[src/rtl/acc_cpu_pkg.sv]
package acc_cpu_pkg;

  typedef enum logic [2:0] {
    PH_CODE  = 3'd0,
    PH_INC   = 3'd1,
    PH_ADDR  = 3'd2,
    PH_OPND  = 3'd3,
    PH_EXEC  = 3'd4,
    PH_STORE = 3'd5,
    PH_NEXT  = 3'd6
  } phase_t;

  localparam int OP_NOP   = 0;
  localparam int OP_NOT   = 1;
  localparam int OP_AND   = 2;
  localparam int OP_OR    = 3;
  localparam int OP_ADD   = 4;
  localparam int OP_LOAD  = 5;
  localparam int OP_STORE = 6;
  localparam int OP_BZ    = 7;

endpackage

[src/rtl/acc_cpu_rst_sync.sv]
module acc_cpu_rst_sync #(
  parameter int STAGES = 2
) (
  input  logic clk,
  input  logic rst_n,
  output logic rst_n_sync
);

  logic [STAGES-1:0] chain_q;
  logic [STAGES-1:0] chain_d;

  always_comb begin
    chain_d = {chain_q[STAGES-2:0], 1'b1};
  end

  always_ff @(posedge clk or negedge rst_n) begin
    if (!rst_n) chain_q <= '0;
    else        chain_q <= chain_d;
  end

  assign rst_n_sync = chain_q[STAGES-1];

endmodule

[src/rtl/acc_cpu_seq.sv]
module acc_cpu_seq
  import acc_cpu_pkg::*;
(
  input  logic   clk,
  input  logic   rst_n,
  output phase_t phase
);

  phase_t phase_q;
  phase_t phase_d;

  always_comb begin
    if (phase_q == PH_NEXT) phase_d = PH_CODE;
    else                    phase_d = phase_t'(phase_q + 3'd1);
  end

  always_ff @(posedge clk or negedge rst_n) begin
    if (!rst_n) phase_q <= PH_CODE;
    else        phase_q <= phase_d;
  end

  assign phase = phase_q;

endmodule

[src/rtl/acc_cpu_alu.sv]
module acc_cpu_alu
  import acc_cpu_pkg::*;
#(
  parameter int DW = 8
) (
  input  logic [DW-1:0] code,
  input  logic [DW-1:0] acc,
  input  logic [DW-1:0] opnd,
  output logic [DW-1:0] result,
  output logic          acc_wr
);

  always_comb begin
    result = acc;
    acc_wr = 1'b1;
    case (code)
      DW'(OP_NOT):  result = ~acc;
      DW'(OP_AND):  result = acc & opnd;
      DW'(OP_OR):   result = acc | opnd;
      DW'(OP_ADD):  result = acc + opnd;
      DW'(OP_LOAD): result = opnd;
      default:      acc_wr = 1'b0;
    endcase
  end

endmodule

[src/rtl/acc_cpu_pcu.sv]
module acc_cpu_pcu #(
  parameter int AW = 8
) (
  input  logic          clk,
  input  logic          rst_n,
  input  logic          step_en,
  input  logic          final_en,
  input  logic          take_br,
  input  logic [AW-1:0] offset,
  output logic [AW-1:0] pc
);

  logic [AW-1:0] pc_q;
  logic [AW-1:0] pc_d;
  logic [AW-1:0] delta;

  always_comb begin
    delta = take_br ? offset : AW'(1);
    pc_d  = pc_q;
    if (step_en)       pc_d = pc_q + AW'(1);
    else if (final_en) pc_d = pc_q + delta;
  end

  always_ff @(posedge clk or negedge rst_n) begin
    if (!rst_n) pc_q <= '0;
    else        pc_q <= pc_d;
  end

  assign pc = pc_q;

endmodule

[src/rtl/acc_cpu.sv]
module acc_cpu
  import acc_cpu_pkg::*;
#(
  parameter int DW        = 8,
  parameter int RST_STAGE = 2
) (
  input  logic          clk,
  input  logic          rst_n,
  output logic [DW-1:0] mem_addr,
  input  logic [DW-1:0] mem_rdata,
  output logic [DW-1:0] mem_wdata,
  output logic          mem_we
);

  localparam int AW = DW;

  logic          rst_n_sync;
  phase_t        phase;
  logic [DW-1:0] code_q, code_d;
  logic [AW-1:0] areg_q, areg_d;
  logic [DW-1:0] opnd_q, opnd_d;
  logic [DW-1:0] acc_q, acc_d;
  logic [DW-1:0] alu_res;
  logic          alu_wr;
  logic [AW-1:0] pc;
  logic          code_en, areg_en, opnd_en, acc_en;
  logic          is_store, is_bz, acc_zero, use_areg;

  acc_cpu_rst_sync #(.STAGES(RST_STAGE)) u_rst (
    .clk(clk), .rst_n(rst_n), .rst_n_sync(rst_n_sync)
  );

  acc_cpu_seq u_seq (
    .clk(clk), .rst_n(rst_n_sync), .phase(phase)
  );

  acc_cpu_alu #(.DW(DW)) u_alu (
    .code(code_q), .acc(acc_q), .opnd(opnd_q),
    .result(alu_res), .acc_wr(alu_wr)
  );

  assign is_store = (code_q == DW'(OP_STORE));
  assign is_bz    = (code_q == DW'(OP_BZ));
  assign acc_zero = (acc_q == '0);

  acc_cpu_pcu #(.AW(AW)) u_pcu (
    .clk(clk), .rst_n(rst_n_sync),
    .step_en(phase == PH_INC),
    .final_en(phase == PH_NEXT),
    .take_br(is_bz && acc_zero),
    .offset(areg_q),
    .pc(pc)
  );

  assign code_en = (phase == PH_CODE);
  assign areg_en = (phase == PH_ADDR);
  assign opnd_en = (phase == PH_OPND);
  assign acc_en  = (phase == PH_EXEC) && alu_wr;

  always_comb begin
    code_d = code_en ? mem_rdata : code_q;
    areg_d = areg_en ? mem_rdata : areg_q;
    opnd_d = opnd_en ? mem_rdata : opnd_q;
    acc_d  = acc_en  ? alu_res   : acc_q;
  end

  always_ff @(posedge clk or negedge rst_n_sync) begin
    if (!rst_n_sync) begin
      code_q <= '0;
      areg_q <= '0;
      opnd_q <= '0;
      acc_q  <= '0;
    end else begin
      code_q <= code_d;
      areg_q <= areg_d;
      opnd_q <= opnd_d;
      acc_q  <= acc_d;
    end
  end

  assign use_areg  = (phase == PH_OPND) || (phase == PH_EXEC) || (phase == PH_STORE);
  assign mem_addr  = use_areg ? areg_q : pc;
  assign mem_wdata = acc_q;
  assign mem_we    = (phase == PH_STORE) && is_store;

endmodule

[config.mk]
export PLATFORM = sky130hd
export DESIGN_NAME = acc_cpu
export DESIGN_NICKNAME = d
export VERILOG_FILES = /design/src/rtl/acc_cpu_pkg.sv /design/src/rtl/acc_cpu_rst_sync.sv /design/src/rtl/acc_cpu_seq.sv /design/src/rtl/acc_cpu_alu.sv /design/src/rtl/acc_cpu_pcu.sv /design/src/rtl/acc_cpu.sv
export SDC_FILE = /design/constraint.sdc
export NUM_CORES = 1
export LEC_CHECK = 0
export ABC_CLOCK_PERIOD_IN_PS = 2200
export BUFFER_PORTS_ARGS = -buffer_cell sky130_fd_sc_hd__buf_2
export CAP_MARGIN = 20
export CORE_ASPECT_RATIO = 1.25
export CORE_UTILIZATION = 45
export CTS_BUF_LIST = sky130_fd_sc_hd__clkbuf_16
export DETAILED_ROUTE_END_ITERATION = 16
export GPL_ROUTABILITY_DRIVEN = 0
export SETUP_SLACK_MARGIN = 0.05
export SYNTH_ARGS = -nofsm -noshare
export SYNTH_HDL_FRONTEND = slang
export SYNTH_SLANG_ARGS = --single-unit
export TNS_END_PERCENT = 30
[constraint.sdc]
create_clock -name clk -period 2.2 [get_ports clk]
set_clock_uncertainty 0.2 [all_clocks]
set_input_delay 0 -clock clk [delete_from_list [all_inputs] [get_ports clk]]
set_output_delay 0 -clock clk [all_outputs]
set_load 0.05 [all_outputs]
[After elaboration in Yosys (flattened, before gate mapping)]
Cells that the tools add are included.
Word-level totals
  input port bits: 10
  logic and storage cells: 45
  output and inout bits: 17
  register bits after elaboration: 45
Cells by class
  reductions and logical operators: 11
  bitwise operators: 3
  mux-type cells: 7
  equal/unequal tests: 13
  add/subtract/negate cells: 4
Operator list (count)
  $pmux W8 S5: 1
  $eq A8 B3 Y1 const B: 4
  $mux W8: 4
  $add A8 B8 Y8: 2
  $eq A8 B2 Y1 const B: 2
  $eq A3 B3 Y1 const B: 3
  $add A8 B1 Y8 const B: 1
  $and A8 B8 Y8: 1
  $eq A8 B1 Y1 const B: 1
  $logic_not A8 Y1: 1
  $not A8 Y8: 1
  $or A8 B8 Y8: 1
  $eq A3 B2 Y1 const B: 2
  $reduce_bool A5 Y1: 1
  $reduce_or A5 Y1: 1
  $add A3 B1 Y3 const B: 1
  $eq A3 B1 Y1 const B: 1
  $logic_and A1 B1 Y1: 3
  $logic_not A3 Y1: 1
  $mux W3: 1
  $logic_or A1 B1 Y1: 2
  $reduce_and A2 Y1: 1
  $reduce_bool A2 Y1: 1
  $mux W1: 1

[Longest topological paths before layout]
  word-level depth: 6
  mapped depth: 14
  depth with buffers taken out: 13

[By module]
Synthesis repeated with hierarchy kept, for this count alone.
Unflattened totals
  cells, all modules: 332
  area, all modules: 3241.9 µm²
Modules (own cells, without submodules)
  acc_cpu: area each 1393.8 µm², cells an instance 89, times used 1
  acc_cpu_alu: area each 1029.7 µm², cells an instance 159, times used 1
  acc_cpu_pcu: area each 648.1 µm², cells an instance 72, times used 1
  acc_cpu_seq: area each 116.4 µm², cells an instance 9, times used 1
  acc_cpu_rst_sync: area each 53.8 µm², cells an instance 3, times used 1

[Least setup slack after synthesis]
No wires, ideal clock.
  kind: register to register
  from: reg acc_q[3] (netlist: mem_wdata[3])
  to: reg u_pcu.pc_q[6] (netlist: u_pcu.pc[6])
  path buffers: 0
  arrival: 2.944 ns
  stages on the path, launching flop included: 11
  setup time: 0.116 ns
  setup slack: -1.060 ns
  cells stage by stage: dfrtp_1 > or4_1 > nor4_1 > and3_1 > nand2_1 > fa_1 > nor2b_1 > o21ai_0 > a21oi_1 > o21ai_0 > o311ai_0
Between the ends
  cells in the longest elaborated chain, start to end: 6
RTL lines
  from (decl): RTL line acc_cpu.sv:22  | logic [DW-1:0] acc_q, acc_d;
  from (signal assigned): RTL line acc_cpu.sv:72  | acc_q <= '0;
  from (signal assigned): RTL line acc_cpu.sv:77  | acc_q <= acc_d;
  $logic_not A8 Y1: RTL line acc_cpu.sv:44  | assign acc_zero = (acc_q == '0);
  $logic_and A1 B1 Y1: RTL line acc_cpu.sv:50  | .take_br(is_bz && acc_zero),
  $mux W8: RTL line acc_cpu_pcu.sv:18  | delta = take_br ? offset : AW'(1);
  $add A8 B8 Y8: RTL line acc_cpu_pcu.sv:21  | else if (final_en) pc_d = pc_q + delta;
  $mux W8: RTL line acc_cpu_pcu.sv:21
  $mux W8: RTL line acc_cpu_pcu.sv:20  | if (step_en) pc_d = pc_q + AW'(1);
  to (signal assigned): RTL line acc_cpu_pcu.sv:26  | else pc_q <= pc_d;
  to (decl): RTL line acc_cpu_pcu.sv:13  | logic [AW-1:0] pc_q;
Every way passes these cells. The select of a mux whose other input is x is not followed.
A chain may end at the register's enable or synchronous reset.

[Worst setup path after layout]
  from: reg acc_q[2] (netlist: mem_wdata[2])
  to: reg u_pcu.pc_q[7] (netlist: u_pcu.pc[7])
Same word-level chain as after synthesis.

==> flow_results.xml <==
<?xml version="1.0" encoding="UTF-8"?>
<metrics>
  <group name="outcome">
    <metric name="outcome" unit="">complete, but fails checks</metric>
    <metric name="failing_checks" unit="">setup timing</metric>
  </group>
  <group name="power_and_ir_drop">
    <metric name="pwr_density_cell" unit="nW/µm²">468</metric>
    <metric name="leakagePower" unit="nW">1.95</metric>
    <metric name="ir_drop" unit="µV">394</metric>
    <metric name="report.power.total" unit="mW">1.99</metric>
  </group>
  <group name="finish">
    <metric name="antennaDiodeCount" unit="">0</metric>
    <metric name="multi_input_comb_area" unit="µm²">1990</metric>
    <metric name="final-seq-area" unit="µm²">1130</metric>
    <metric name="drive_above_1_share" unit="">0.405</metric>
    <metric name="layout.nets" unit="">450</metric>
    <metric name="areaGrowthSynthToFinish" unit="%">37.5</metric>
    <metric name="layout.cells.most_common_list" unit="">sky130_fd_sc_hd__buf_4 (52), sky130_fd_sc_hd__dfrtp_1 (38), sky130_fd_sc_hd__nand2_1 (29)</metric>
    <metric name="layout_commonest_cell" unit="">sky130_fd_sc_hd__buf_4</metric>
    <metric name="fin_area" unit="µm²">4250</metric>
    <metric name="fillers" unit="">542</metric>
  </group>
  <group name="yosys">
    <metric name="synth_async_sr_flop_share" unit="">1.00</metric>
    <metric name="ys_seq_area_frac" unit="">0.365</metric>
    <metric name="yosysWarningCount" unit="">0</metric>
    <metric name="post_synth_instance_area" unit="µm²">3090</metric>
    <metric name="edff_count_synth" unit="">0</metric>
    <metric name="synth.distinct_cells" unit="">58</metric>
    <metric name="synth_nets" unit="">365</metric>
    <metric name="synthCells" unit="">329</metric>
    <metric name="synth_top_flop_cell" unit="">sky130_fd_sc_hd__dfrtp_1</metric>
    <metric name="syn_area_per_cell" unit="µm²">9.39</metric>
    <metric name="synth.ff_latch_count" unit="">45</metric>
  </group>
  <group name="global_route">
    <metric name="grt_pass1_wl" unit="mm">13.0</metric>
    <metric name="grt_antenna_before_repair" unit="">0</metric>
    <metric name="maximum_number_of_pins_on_one_net_before_global_route_repair" unit="">36</metric>
    <metric name="grt.total_usage" unit="">0.228</metric>
    <metric name="global_route.overflow_total" unit="">0</metric>
    <metric name="vias_in_the_first_global_route" unit="">2654</metric>
  </group>
  <group name="worst_setup_path">
    <metric name="timing.critical_path.max_delay_family" unit="">simple AND/OR/NAND/NOR gates</metric>
    <metric name="timing.critical_path.slowest_cell_delay" unit="ps">550</metric>
    <metric name="critical_register_to_register_path_startpoint" unit="">mem_wdata[2]$_DFFE_PN0P_</metric>
    <metric name="cp_max_fo" unit="">7</metric>
    <metric name="crit_buf_inv" unit="">0</metric>
    <metric name="end_kind" unit="">flop</metric>
    <metric name="crit_path_category" unit="">reg -&gt; reg</metric>
    <metric name="crit_arrival" unit="ps">3010</metric>
    <metric name="timing.critical_path.from" unit="">mem_wdata[2]$_DFFE_PN0P_</metric>
    <metric name="worst-endpoint-required" unit="ps">2160</metric>
    <metric name="cell_with_the_largest_stage_delay_on_the_worst_path" unit="">sky130_fd_sc_hd__or4_4</metric>
    <metric name="critPathLaunchType" unit="">flop</metric>
    <metric name="timing.critical_path.cells" unit="">or4_4 &gt; nor4_4 &gt; and3_4 &gt; and2_1 &gt; ha_4 &gt; o21ai_1 &gt; nor2_1 &gt; o22ai_2 &gt; xor2_1 &gt; nand2_1 &gt; xnor2_1</metric>
  </group>
  <group name="clock_tree">
    <metric name="clkTransAtPathRegs" unit="ps">60</metric>
    <metric name="clk_latency" unit="ps">280</metric>
    <metric name="cts.htree.levels" unit="">2</metric>
    <metric name="tritoncts" unit="">yes</metric>
    <metric name="numClockSinks" unit="">45</metric>
    <metric name="clockBufferDepth" unit="">2</metric>
    <metric name="root_buffer_cell" unit="">sky130_fd_sc_hd__clkbuf_16</metric>
    <metric name="tritoncts.num_buffers" unit="">5</metric>
  </group>
  <group name="floorplanning">
    <metric name="starting_density_of_the_core" unit="">0.467</metric>
    <metric name="chipWidth" unit="µm">76.1</metric>
    <metric name="fp-row-count" unit="">33</metric>
    <metric name="total_core_area" unit="µm²">6610</metric>
    <metric name="fp.dieH" unit="µm">94.6</metric>
    <metric name="pin_count" unit="">27</metric>
    <metric name="die_area" unit="µm²">7200</metric>
  </group>
  <group name="place">
    <metric name="hpwl" unit="mm">5.83</metric>
    <metric name="placedInstanceArea" unit="µm²">3720</metric>
    <metric name="pre_cts_slack" unit="ps">-908</metric>
    <metric name="numPortBuffers" unit="">26</metric>
  </group>
  <group name="route">
    <metric name="antenna_left" unit="">0</metric>
    <metric name="post_drt_wl_per_cell" unit="µm">15.9</metric>
    <metric name="first_iter_violations" unit="">87</metric>
    <metric name="firstDrtPassIters" unit="">4</metric>
    <metric name="num_vias" unit="">2673</metric>
    <metric name="wl" unit="mm">7.96</metric>
    <metric name="via_per_inst" unit="">5.32</metric>
    <metric name="route.detailed.drc" unit="">0</metric>
  </group>
  <group name="flow_run">
    <metric name="max_cap_violations" unit="">0</metric>
  </group>
  <group name="sta">
    <metric name="highest_attainable_clock_frequency" unit="GHz">0.328</metric>
    <metric name="setup_slack" unit="ps">-852</metric>
    <metric name="transition_at_the_pin_with_the_smallest_max_transition_slack" unit="ps">785</metric>
    <metric name="fin_worst_hold_slack" unit="ps">146</metric>
    <metric name="drv_slew" unit="">0</metric>
    <metric name="rsz0062_at_grt" unit="">yes</metric>
    <metric name="maxSlewHeadroom" unit="">0.477</metric>
    <metric name="post-route-min-period" unit="ps">3050</metric>
    <metric name="report.final.hold_viol_count" unit="">0</metric>
    <metric name="setup_viol" unit="">15</metric>
    <metric name="layout_worst_path_cycle_share" unit="">1.39</metric>
  </group>
  <group name="worst_hold_path">
    <metric name="worstHoldPathType" unit="">reg -&gt; async</metric>
  </group>
</metrics>
-- path summary, 6_finish.rpt --
path | end | slack [ps] | depth (start not counted)
hold / removal | u_seq.phase[0]$_DFF_PN0_ | 150 | 0
min in group clk | u_rst.chain_q[1]$_DFF_PN0_ | 150 | 0
setup / recovery | u_pcu.pc[7]$_DFFE_PN0P_ | -850 | 11
hold reg to reg | u_seq.phase[0]$_DFF_PN0_ | 150 | 0
setup reg to reg | u_pcu.pc[7]$_DFFE_PN0P_ | -850 | 11
max in group asynchronous | areg_q[4]$_DFFE_PN0N_ | 1060 | 1
-- timing repair --
item                                   4_1_cts  5_1_grt
pin swaps                                   17        9
gates resized for setup                     44       24
buffers inserted                             2        0
endpoints found under the hold margin       26        0
hold buffers                                10        0
setup endpoints to repair                   25       25
-- stage by stage --
stage	cells	util	TNS, ps
5_1_grt	502	0.643	-7790
3_3_place_gp	482	0.563	-6150
3_5_place_dp	482	0.563	-6390
4_1_cts	502	0.626	-6110
2_1_floorplan	329	-	-5260
6_report	502	0.643	-6190
-- synth_stat cells, types with 5 or more instances --
library cell,number,area (µm²)
sky130_fd_sc_hd__dfrtp_1,45,1130
sky130_fd_sc_hd__nand3_1,6,30.0
sky130_fd_sc_hd__nor2_1,18,67.6
sky130_fd_sc_hd__a21oi_1,21,105
sky130_fd_sc_hd__nand2b_1,6,37.5
sky130_fd_sc_hd__inv_1,29,109
sky130_fd_sc_hd__and2_1,7,43.8
sky130_fd_sc_hd__xor2_1,5,43.8
sky130_fd_sc_hd__clkbuf_1,11,41.3
sky130_fd_sc_hd__nand2_1,30,113
sky130_fd_sc_hd__ha_1,24,300
sky130_fd_sc_hd__mux2_2,27,304
sky130_fd_sc_hd__o21ai_0,23,115
-- layout make-up --
cell class | count | area share
tap | 87 | 0.0256
clock inverter | 3 | 0.00324
multi-input combinational | 241 | 0.469
inverter | 29 | 0.0256
sequential | 45 | 0.267
timing repair buffer | 92 | 0.179
clock buffer | 5 | 0.0295
-- registers in the layout (all words and copies together), names as in the netlist --
register / count
areg_q: 8
u_rst.chain_q: 2
u_seq.phase: 3
code_q: 8
opnd_q: 8
u_pcu.pc: 8
mem_wdata: 8
-- cell families (layout without fill, tap and decap cells) --
logic type               count (synthesis)  count (layout)  share of synthesized area
multiplexers                            32              32                      0.115
AO/OA/AOI/OAI                           80              80                      0.170
buffers and inverters                   43             129                     0.0575
adder cells (fa/ha/maj)                 26              26                      0.110
AND/OR/NAND/NOR                         95              95                      0.162
other                                    1               1                    0.00121
XOR/XNOR                                 7               7                     0.0199
flip-flops                              45              45                      0.365
-- routing by layer --
layer | global-route usage | wire length, µm
met4 | 0.0641 | 110
met1 | 0.277 | 3450
met5 | 0 | 0
met2 | 0.433 | 4250
met3 | 0.0193 | 149
-- report_power, final --
part	switching, mW	total [mW]	internal [mW]
Combinational	0.204	0.379	0.175
Sequential	0.0351	0.899	0.864
Clock	0.295	0.707	0.412
Note: power is estimated with default switching activity, not from simulation.
